`config.mk`:
```
export PLATFORM = sky130hd
export DESIGN_NAME = csd_serial_mult
export DESIGN_NICKNAME = d
export VERILOG_FILES = /design/src/rtl/csd_serial_mult.sv
export SDC_FILE = /design/constraint.sdc
export NUM_CORES = 1
export LEC_CHECK = 0
export BUFFER_PORTS_ARGS = -buffer_cell sky130_fd_sc_hd__buf_2
export CELL_PAD_IN_SITES_DETAIL_PLACEMENT = 1
export CELL_PAD_IN_SITES_GLOBAL_PLACEMENT = 2
export CORE_ASPECT_RATIO = 1.2
export CORE_MARGIN = 4
export CORE_UTILIZATION = 32
export DETAILED_ROUTE_END_ITERATION = 8
export PLACE_DENSITY_LB_ADDON = 0.1
export SETUP_SLACK_MARGIN = 0.15
export SYNTH_ARGS = -nofsm -noshare
export SYNTH_HDL_FRONTEND = slang
export SYNTH_SLANG_ARGS = --single-unit
export TNS_END_PERCENT = 1
```
`constraint.sdc`:
```
create_clock -name clk -period 1.2 [get_ports clk]
set_input_delay 0.12 -clock clk [delete_from_list [all_inputs] [get_ports clk]]
set_output_delay 0.12 -clock clk [all_outputs]
set_load 0.02 [all_outputs]
```
`src/rtl/csd_serial_mult.sv`:
```
module csd_serial_mult #(
  parameter int N = 8,
  parameter int M = 6,
  parameter logic [M-1:0] DIG_POS = 6'b010001,
  parameter logic [M-1:0] DIG_NEG = 6'b000100
) (
  input  logic clk,
  input  logic rst_n,
  input  logic din,
  input  logic word_start,
  input  logic word_last,
  output logic prod_bit,
  output logic prod_valid
);
  localparam int CW  = $clog2(N + 1);
  localparam int SQW = (M > 1) ? M - 1 : 1;
  localparam logic [CW-1:0] NCNT = CW'(N);
  localparam logic [CW-1:0] LAST = CW'(N - 1);

  function automatic logic [N-1:0] corr_f();
    logic [N-1:0] one, acc;
    one = {{(N-1){1'b0}}, 1'b1};
    acc = '0;
    for (int k = 0; k < M; k++)
      if (DIG_NEG[k]) acc = acc + (one << k);
    if (DIG_POS[0] | DIG_NEG[0]) acc = acc - {1'b1, {(N-1){1'b0}}};
    return acc;
  endfunction

  localparam logic [N-1:0] CORR = corr_f();

  function automatic logic corr_bit(int idx);
    return (idx >= 0 && idx < N) ? CORR[idx] : 1'b0;
  endfunction

  logic [CW-1:0] cnt_q, t_eff;
  logic          active, top_bit;
  logic [M-1:0]  sum_c;
  logic [SQW:1]  s_q;

  assign t_eff   = word_start ? '0 : cnt_q;
  assign active  = t_eff < NCNT;
  assign top_bit = corr_bit(M - 1 + int'(t_eff));

  for (genvar k = 0; k < M; k++) begin : g_cell
    localparam bit NZ  = DIG_POS[k] | DIG_NEG[k];
    localparam bit PRE = corr_bit(k);
    logic a_chain;
    if (k == M - 1) begin : g_top
      assign a_chain = top_bit;
    end else begin : g_mid
      assign a_chain = s_q[k+1];
    end
    if (NZ) begin : g_add
      logic c_r, c_nx, y, a_eff, c_eff;
      assign y     = din ^ DIG_NEG[k] ^ word_last;
      assign a_eff = word_start ? 1'b0 : a_chain;
      assign c_eff = word_start ? PRE : c_r;
      assign {c_nx, sum_c[k]} = {1'b0, a_eff} + {1'b0, y} + {1'b0, c_eff};
      always_ff @(posedge clk or negedge rst_n)
        if (!rst_n) c_r <= 1'b0;
        else        c_r <= c_nx;
    end else begin : g_pass
      assign sum_c[k] = word_start ? PRE : a_chain;
    end
    if (k > 0) begin : g_sreg
      always_ff @(posedge clk or negedge rst_n)
        if (!rst_n) s_q[k] <= 1'b0;
        else        s_q[k] <= sum_c[k];
    end
  end

  always_ff @(posedge clk or negedge rst_n) begin
    if (!rst_n) begin
      cnt_q      <= NCNT;
      prod_bit   <= 1'b0;
      prod_valid <= 1'b0;
    end else begin
      if (active) cnt_q <= t_eff + CW'(1);
      prod_bit   <= active & sum_c[0];
      prod_valid <= active;
    end
  end

  p_start_opens_r2: assert property (@(posedge clk) disable iff (!rst_n)
    word_start |=> prod_valid);
  p_rise_needs_start_r2: assert property (@(posedge clk) disable iff (!rst_n)
    $rose(prod_valid) |-> $past(word_start));
  p_idle_stays_r6: assert property (@(posedge clk) disable iff (!rst_n)
    (!prod_valid && !word_start) |=> !prod_valid);
  p_quiet_out_r6: assert property (@(posedge clk) disable iff (!rst_n)
    !prod_valid |-> !prod_bit);
  p_last_slot_r4: assert property (@(posedge clk) disable iff (!rst_n)
    word_last |-> (t_eff == LAST));
endmodule

```
==> After elaboration in Yosys (flattened, before gate mapping) <==
Memories as Yosys holds them, arrays and structs flattened.
Index checks and enable logic that the tools add are counted.
{ "word_totals": {"ff_bits": 14, "inputBits": 5, "romBits": 8, "elab_cells": 42, "output_inout_bits": 2, "n_memories": 1} }
{ "mem_list": {"columns": ["name", "words", "word_bits", "rd", "rd_clocked_by_memory_dff", "wr", "line", "text"], "rows": [
  ["(no name shown)", 8, 1, 1, 0, 0, "33", "return (idx >= 0 && idx < N) ? CORR[idx] : 1'b0;"]
]} }
{ "op_classes": {"n_mux": 13, "n_addsub": 8, "bitwise": 4, "reduce_logical": 1, "order_cmp": 4} }
{ "ops": {"columns": ["cell", "count"], "rows": [
  ["two-way mux 1 bit", 12],
  ["less-than comparator 5 x 4 -> 1 bit, second input constant", 2],
  ["adder 1 x 1 -> 2 bit", 3],
  ["adder 2 x 1 -> 2 bit", 3],
  ["adder 3 x 4 -> 5 bit, first input constant", 1],
  [">= comparator 5 x 1 -> 1 bit, second input constant", 1],
  ["adder 4 x 1 -> 4 bit, second input constant", 1],
  ["less-than comparator 4 bit, second input constant", 1],
  ["two-way mux 4 bit", 1],
  ["bitwise XOR 1 bit", 2],
  ["bitwise AND 1 bit", 1],
  ["logical AND 1 bit", 1],
  ["inverter 1 bit", 1]
]} }

==> Depth between registers and ports, before layout <==
Gate-level depths: netlist of run 1.
{ "logic_depth": {"ltp_word": 7, "depth_mapped": 6, "depth_no_buf": 5} }

==> Worst setup path before layout of run 1 <==
Ideal clock, no wire load.
{ "synth_path": {"kind": "reg-to-reg", "startpoint": "register cnt_q[0]", "endpoint": "register cnt_q[1]", "path_slack_ns": -0.018, "n_path_buf": 0, "stages_incl_launch_ff": 4, "t_required_ns": 1.075, "arrival_ns": 1.093, "period_less_slack_ns": 1.218, "path_cell_list": "dfrtp_1 and2b_1 ha_1 mux2_4"} }
{ "synth_via": {"elab_chain_len": 2, "elab_cells_between_ends": 3} }
{ "synth_lines": {"columns": ["element", "line", "text"], "rows": [
  ["start, declared", "36", "logic [CW-1:0] cnt_q, t_eff;"],
  ["start signal, assigned", "79", "if (active) cnt_q <= t_eff + CW'(1);"],
  ["two-way mux 4 bit (*)", "41", "assign t_eff = word_start ? '0 : cnt_q;"],
  ["adder 4 x 1 -> 4 bit or less-than comparator 4 bit (tied branches)", "79, 42", null]
]} }
Every way passes the cells marked *; elsewhere a longest branch is shown, timed or not.
A chain may end at the register's enable or synchronous reset.

==> Worst setup path after layout of run 1 <==
{ "layout_path": {"startpoint": "register g_cell[0].g_add.c_r", "endpoint": "register prod_bit"} }
{ "layout_via": {"elab_chain_len": 3} }
{ "layout_lines": {"columns": ["element", "line", "text"], "rows": [
  ["start, declared", "55", "logic c_r, c_nx, y, a_eff, c_eff;"],
  ["start signal, assigned", "62", "else c_r <= c_nx;"],
  ["two-way mux 1 bit", "58", "assign c_eff = word_start ? PRE : c_r;"],
  ["adder 2 x 1 -> 2 bit", "59", "assign {c_nx, sum_c[k]} = {1'b0, a_eff} + {1'b0, y} + {1'b0, c_eff};"],
  ["bitwise AND 1 bit", "80", "prod_bit <= active & sum_c[0];"],
  ["end signal, assigned", "80", null],
  ["end, declared", "12", "output logic prod_bit,"]
]} }
No other way between the ends.

==> metrics.txt, run 1 <==
share of the synthesized netlist area taken by xor and xnor gates=4.01%; height of the chip=57.6 um; share of Yosys cell area claimed by the top area cell type=49.6%; Overflow after GRT=0; maximum fanout count along the critical path=1; clock tree from TritonCTS=built; library cells used by synthesis=22; Crit Path Class=reg2reg; endpoint with the worst hold slack=g_cell[2].a_chain; Area Overhead vs Synth=29.2%; endpoint class of the critical path=flip-flop; root buf cell=clkbuf_4; mux share of post-synthesis cell area=2.29%; Final Power=1.11 mW; hold wc startpoint=word_start; cell taking the most area after synthesis=dfrtp_1; count of final hold-check violations=0; share of the synthesized area in compound gates (AO/OA/AOI/OAI)=2.48%; cell area after synthesis=656 um2; via total after detailed routing=415; number of buffers inserted during clock tree synthesis=3; syn avg cell area=11.7 um2; instance count along the most critical hold path=2; Post-Synth Adder-Cell Area=11.1%; run status=finished, final reports clean; CP Buf/Inv Count=0; core box area=1890 um2; WP data arrival=1360 ps; maximum vdd drop=0.463 mV; Post-Route Skew=2.63 ps; worst rel slew slack=78.4%; total routing resource utilization after global routing=10.4%; number of design rule violations left after detail routing=0; sinks on the clock net=14; multi-input logic area=338 um2; clock latency on the worst-skew pair=270 ps; total number of yosys warnings=0; setup repair after global routing missed its margin=yes; GPL Wtd Cong=0.693; filler cell count in the final layout=211; post-detailed-route via-to-cell ratio=4.56; Period minus WS final=1190 ps; Longest Clk Path Bufs=2; slowest cell delay on critical path=430 ps; number of cells produced by synthesis=56; aggregate routed wire length=1150 um; maximum clock frequency=0.843 GHz; worst min-delay path class=in2reg; count of endpoints failing setup in the final report=0; share of layout cells above drive strength 1=33.3%; number of cell rows=17; Sequential Area=352 um2; pin count of the biggest net entering global routing=15; Mapped Nets=65; number of violations reported at the end of detailed-routing iteration 0=3; slew at the pin closest to its max-slew limit=324 ps; starting utilization of the core area=34.6%; first-pass iteration count of the detailed router=4; required time reported for the critical path endpoint=1370 ps; dominant combinational cell family by area after synthesis=simple AND/OR/NAND/NOR gates; final setup margin=13.3 ps; Seq cells post-synth=14; worst-case setup slack after placement=-27.1 ps; initial antenna violation count=0; final critical-path share of the clock period=98.9%; power density over the cells=1310 nW/um2; via count of the first global-routing pass=488; n_diodes=0; Slew Limit Fails=0; floorplan die area=2840 um2; buffers added on ports=6; Final Net Count=82; Reg2Reg Launch Point=g_cell[0].g_add.c_r; CTS H-Tree Depth=1; average detailed-routed wire length per instance=12.6 um; crit-path cells=nor2b_2, fa_1, and2_1; Synth Area in Simple Gates=22.9%; ports placed on the boundary=7; endpoint of the most critical register-to-register path=prod_bit; Die X=49.3 um; number of maximum-capacitance violations=0; Largest delay share family, worst path=adder cells; Detail Route Antenna Nets=0; crit path max-delay cell type=fa_1; reg-to-reg setup timing slack=10 ps; type of origin of the critical path=flip-flop; top cells by area in the synthesized netlist=dfrtp_1 50%, fa_1 9.2%, nand2b_1 4.8%; depth of the worst register-to-register path=3; first-pass GRT wire length=2240 um; sequential fraction of the synthesis area=53.6%; clk slew on worst S/H paths=80 ps; leakage power figure=0.402 nW
## worst reg2reg max path: stages, from the launching register on
cell     delay [ps]
dfrtp_1         360
nor2b_2         150
fa_1            430
and2_1          140
## layout by cell type (no fill, tap or decap), drive strengths merged
cell / n
and2: 1
ha: 1
nor2: 5
nand3b: 1
xor2: 3
nand2: 3
dfrtp: 13
dfstp: 1
clkbuf: 4
buf: 12
a21oi: 1
nand2b: 6
nor3: 1
mux2: 1
a31oi: 1
inv: 5
dlygate4sd3: 1
nor4b: 1
nor4bb: 1
fa: 3
and2b: 4
o21ai: 1
nor2b: 2
## what timing repair did
| action | CTS | global route |
|---|---|---|
| cloned | 0 | 0 |
| buffers inserted | 0 | 1 |
| pin swaps | 6 | 6 |
| hold buffers | 1 | 0 |
| setup endpoints to repair | 6 | 6 |
| resized for setup | 8 | 3 |
| endpoints found under the hold margin | 13 | 0 |
## logic make-up (layout without fill, tap and decap cells)
logic type	Yosys count	after routing
compound gates	3	3
xor+xnor	3	3
fa+ha+maj	4	4
buf+inv	6	22
flops	14	14
mux	1	1
simple gates	25	25
## final cells by class
| cell class | instances | share of cell area, % |
|---|---|---|
| Clock buffer | 4 | 3.10 |
| Inverter | 5 | 2.22 |
| Multi-Input combinational cell | 36 | 39.9 |
| Sequential cell | 14 | 41.5 |
| Tap cell | 19 | 2.81 |
| Timing Repair Buffer | 13 | 10.5 |
## routing by layer
metal	vias to the layer above	GRT usage, %	part of all wire [%]
met5	-	0	0
met4	0	4.88	0.87
met3	2	2.35	3.2
met2	7	17.0	47
met1	200	12.9	48
li1	206	-	-
## sequential cells by signal, summed over array words and instances, names as in the netlist
signal	count
g_cell.g_add.c_r	3
prod_valid	1
prod_bit	1
cnt_q	4
g_cell.a_chain	5
## where the power goes
part           internal [mW]  leakage [nW]  switching, mW
sequential             0.536         0.170         0.0278
clock                  0.129        0.0150          0.147
combinational          0.142         0.217          0.126
total                  0.806         0.402          0.301
## worst max-delay path by stage
stage,from,end,slack (ps),cells after the start
final,g_cell[0].g_add.c_r,prod_bit,10,3
after global routing,cnt_q[1],g_cell[4].a_chain,-60,5
after CTS,g_cell[0].a_chain,prod_bit,-6,3
after detailed placement,word_start,g_cell[4].a_chain,-30,6
after global placement,word_start,prod_bit,-20,4
after floorplan,cnt_q[0],cnt_q[1],-20,3
## metrics by stage
| stage | hold slack [ps] | TNS (ps) | std cells | area (um2) | util [%] |
|---|---|---|---|---|---|
| floorplan | -176 | -27.8 | 56 | 656 | - |
| global placement | 36.8 | -23.2 | 85 | 742 | 39.2 |
| detailed placement | 39.1 | -57.1 | 85 | 742 | 39.2 |
| CTS | 246 | -6.32 | 90 | 823 | 43.5 |
| global route | 278 | -102 | 91 | 847 | 44.7 |
| finish | 263 | 0 | 91 | 847 | 44.7 |
## synthesized netlist by cell type
library cell	count
a21oi_1	1
a31oi_1	1
and2_1	1
and2b_1	4
clkbuf_2	1
dfrtp_1	13
dfstp_2	1
fa_1	3
ha_1	1
inv_1	5
mux2_4	1
nand2_1	3
nand2b_1	5
nand2b_2	1
nand3b_1	1
nor2_1	5
nor2b_1	2
nor3_1	1
nor4b_1	1
nor4bb_1	1
o21ai_0	1
xor2_1	3
(Power assumes the default switching activity.)
==> run 2, diff against run 1 <==
==> config.mk (replaced) <==
export PLATFORM = sky130hd
export DESIGN_NAME = csd_serial_mult
export DESIGN_NICKNAME = d
export VERILOG_FILES = /design/src/rtl/csd_serial_mult.sv
export SDC_FILE = /design/constraint.sdc
export NUM_CORES = 1
export LEC_CHECK = 0
export BUFFER_PORTS_ARGS = -buffer_cell sky130_fd_sc_hd__buf_2
export CORE_MARGIN = 4
export CORE_UTILIZATION = 48
export DETAILED_ROUTE_END_ITERATION = 8
export PLACE_DENSITY = 0.7
export SETUP_SLACK_MARGIN = 0.15
export SKIP_CTS_REPAIR_TIMING = 1
export SYNTH_ARGS = -nofsm -noshare
export SYNTH_HDL_FRONTEND = slang
export SYNTH_SLANG_ARGS = --single-unit
export TNS_END_PERCENT = 1
==> run 2 against run 1 <==
Effect of this change: the flow now finishes with violations (setup timing); count of clock-buffer cells in the layout is the same; critical path depth is 2 higher; core utilization is 18 points higher; final cell count decreased by 4.4%; worst setup slack lost 60 ps; highest routed layer unchanged.
==> metrics.txt, run 2 (synthesized netlist as in run 1, its figures left out) <==
run status=finished with violations; failing checks=setup timing; count of endpoints failing setup in the final report=2 (+2); endpoint class of the critical path=flip-flop; number of violations reported at the end of detailed-routing iteration 0=14 (+11); Crit Path Class=reg2reg; via count of the first global-routing pass=391 (-20%); number of buffers inserted during clock tree synthesis=3 (unchanged); number of maximum-capacitance violations=0 (unchanged); post-route cell area=816 um2 (-3.7%); Longest Clk Path Bufs=2 (unchanged); type of origin of the critical path=flip-flop; leakage power figure=0.394 nW (-1.8%); count of final hold-check violations=0 (unchanged); Post-Route Skew=3.57 ps (+0.942 ps); initial antenna violation count=0 (unchanged); first-pass GRT wire length=1890 um (-15%); Final Net Count=82 (unchanged); ports placed on the boundary=7 (unchanged); post-detailed-route via-to-cell ratio=4.84 (+6.1%); total routing resource utilization after global routing=13.8% (+3.4 points); number of flip-flops under the largest register name=5 (unchanged); buffers added on ports=6 (unchanged); clk slew on worst S/H paths=90 ps (about the same); CTS H-Tree Depth=1 (unchanged); floorplan die area=2020 um2 (-29%); Final HPWL DP=733 um; crit path max-delay cell type=dfrtp_1; first-pass iteration count of the detailed router=4 (unchanged); commonest non-fill, non-tap cells in the layout=13 x dfrtp_1, 6 x buf_2, 5 x inv_1, 5 x buf_4; slew at the pin closest to its max-slew limit=315 ps (-9.23 ps); maximum clock frequency=0.802 GHz (-4.8%); final critical-path share of the clock period=104% (+5.0 points); Period minus WS final=1250 ps (+59.6 ps); WP data arrival=1460 ps (+100 ps); maximum fanout count along the critical path=4 (+3); post-route core utilization=62.7% (+18 points); final setup margin=-46.4 ps (-59.6 ps); setup repair after global routing missed its margin=yes; via total after detailed routing=421 (+1.4%); core box area=1300 um2 (-31%); sinks on the clock net=14 (unchanged); n_diodes=0 (unchanged); Final TNS setup=-57.7 ps (-57.7 ps); non-filler cells, final=87 (-4.4%); post-placement cell count=81 (-4.7%); worst min-delay path class=in2reg; GPL Wtd Cong=0.755 (+9.0%); root buf cell=clkbuf_4; Final Power=1.16 mW (+4.4%); starting utilization of the core area=50.4% (+16 points); Die X=45.0 um (-8.9%); height of the chip=45.0 um (-22%); share of layout cells above drive strength 1=33.3% (unchanged); slowest cell delay on critical path=350 ps (-80 ps); worst rel slew slack=79.0% (+0.62 points); Detail Route Antenna Nets=0 (unchanged); number of design rule violations left after detail routing=0 (unchanged); number of cell rows=13 (-4); Area Overhead vs Synth=24.4%; required time reported for the critical path endpoint=1410 ps (+40 ps); average detailed-routed wire length per instance=12.8 um (+1.8%); post-detailed-placement cell area=737 um2 (-0.67%); aggregate routed wire length=1120 um (-2.7%); Slew Limit Fails=0 (unchanged); maximum vdd drop=0.652 mV (+41%); power density over the cells=1420 nW/um2 (+8.4%); clock tree from TritonCTS=built; pin count of the biggest net entering global routing=15 (unchanged); crit-path cells=nor2b_1, ha_2, nor4b_2, nand2_1, a21oi_1; clock latency on the worst-skew pair=290 ps (+20 ps); Overflow after GRT=0 (unchanged); leading cell type in the layout, fill and taps excluded=dfrtp_1
run 2: cell counts in the layout (fill, tap and decap cells not counted):
Identical to the previous run, type by type.
run 2: metal layers:
layer  share of wire, %  global-route usage, %  wire length, um
met5                  0                      0                0
met4                1.3                   7.02               15
met3                6.0                   3.59               67
met2                 48                   22.0              535
met1                 45                   17.1              497
run 2: worst paths after layout:
check                               endpoint               from  cells past startpoint  slack (ps)
max in group asynchronous           cnt_q[3]              rst_n                      2         670
min                                 cnt_q[0]         word_start                      2         170
min reg2reg                g_cell[0].a_chain  g_cell[1].a_chain                      1         460
min in group asynchronous  g_cell[4].a_chain              rst_n                      2         240
max                        g_cell[4].a_chain           cnt_q[1]                      5         -50
max reg2reg                g_cell[4].a_chain           cnt_q[1]                      5         -50
run 2: report_power, final:
part	switching, mW	internal [mW]	leakage (nW)
registers	0.0288	0.535	0.170
logic	0.115	0.121	0.204
clock network	0.171	0.185	0.0210
run 2: cell type report:
cell class,instances,area (um2)
Clock buffer,4,36.3
Tap cell,15,18.8
Sequential cell,14,352
Multi-Input combinational cell,36,302
Timing Repair Buffer,13,88.8
Inverter,5,18.8
Fill cell,97,485
run 2: critical path, delay by kind of cell, from the launching register on:
kind | cells | cell delay [ps]
and+or+nand+nor | 3 | 420
DFF | 1 | 350
adders and majority gates | 1 | 220
AOI/OAI and AO/OA | 1 | 170
run 2: stage by stage:
| step | hold slack (ps) | worst slack, ps |
|---|---|---|
| final | 175 | -46.4 |
| after global placement | 29.5 | -26.5 |
| after floorplan | -176 | -17.8 |
| after global routing | 196 | -53.5 |
| after detailed placement | 34.0 | -37.0 |
| after CTS | -279 | -46.7 |
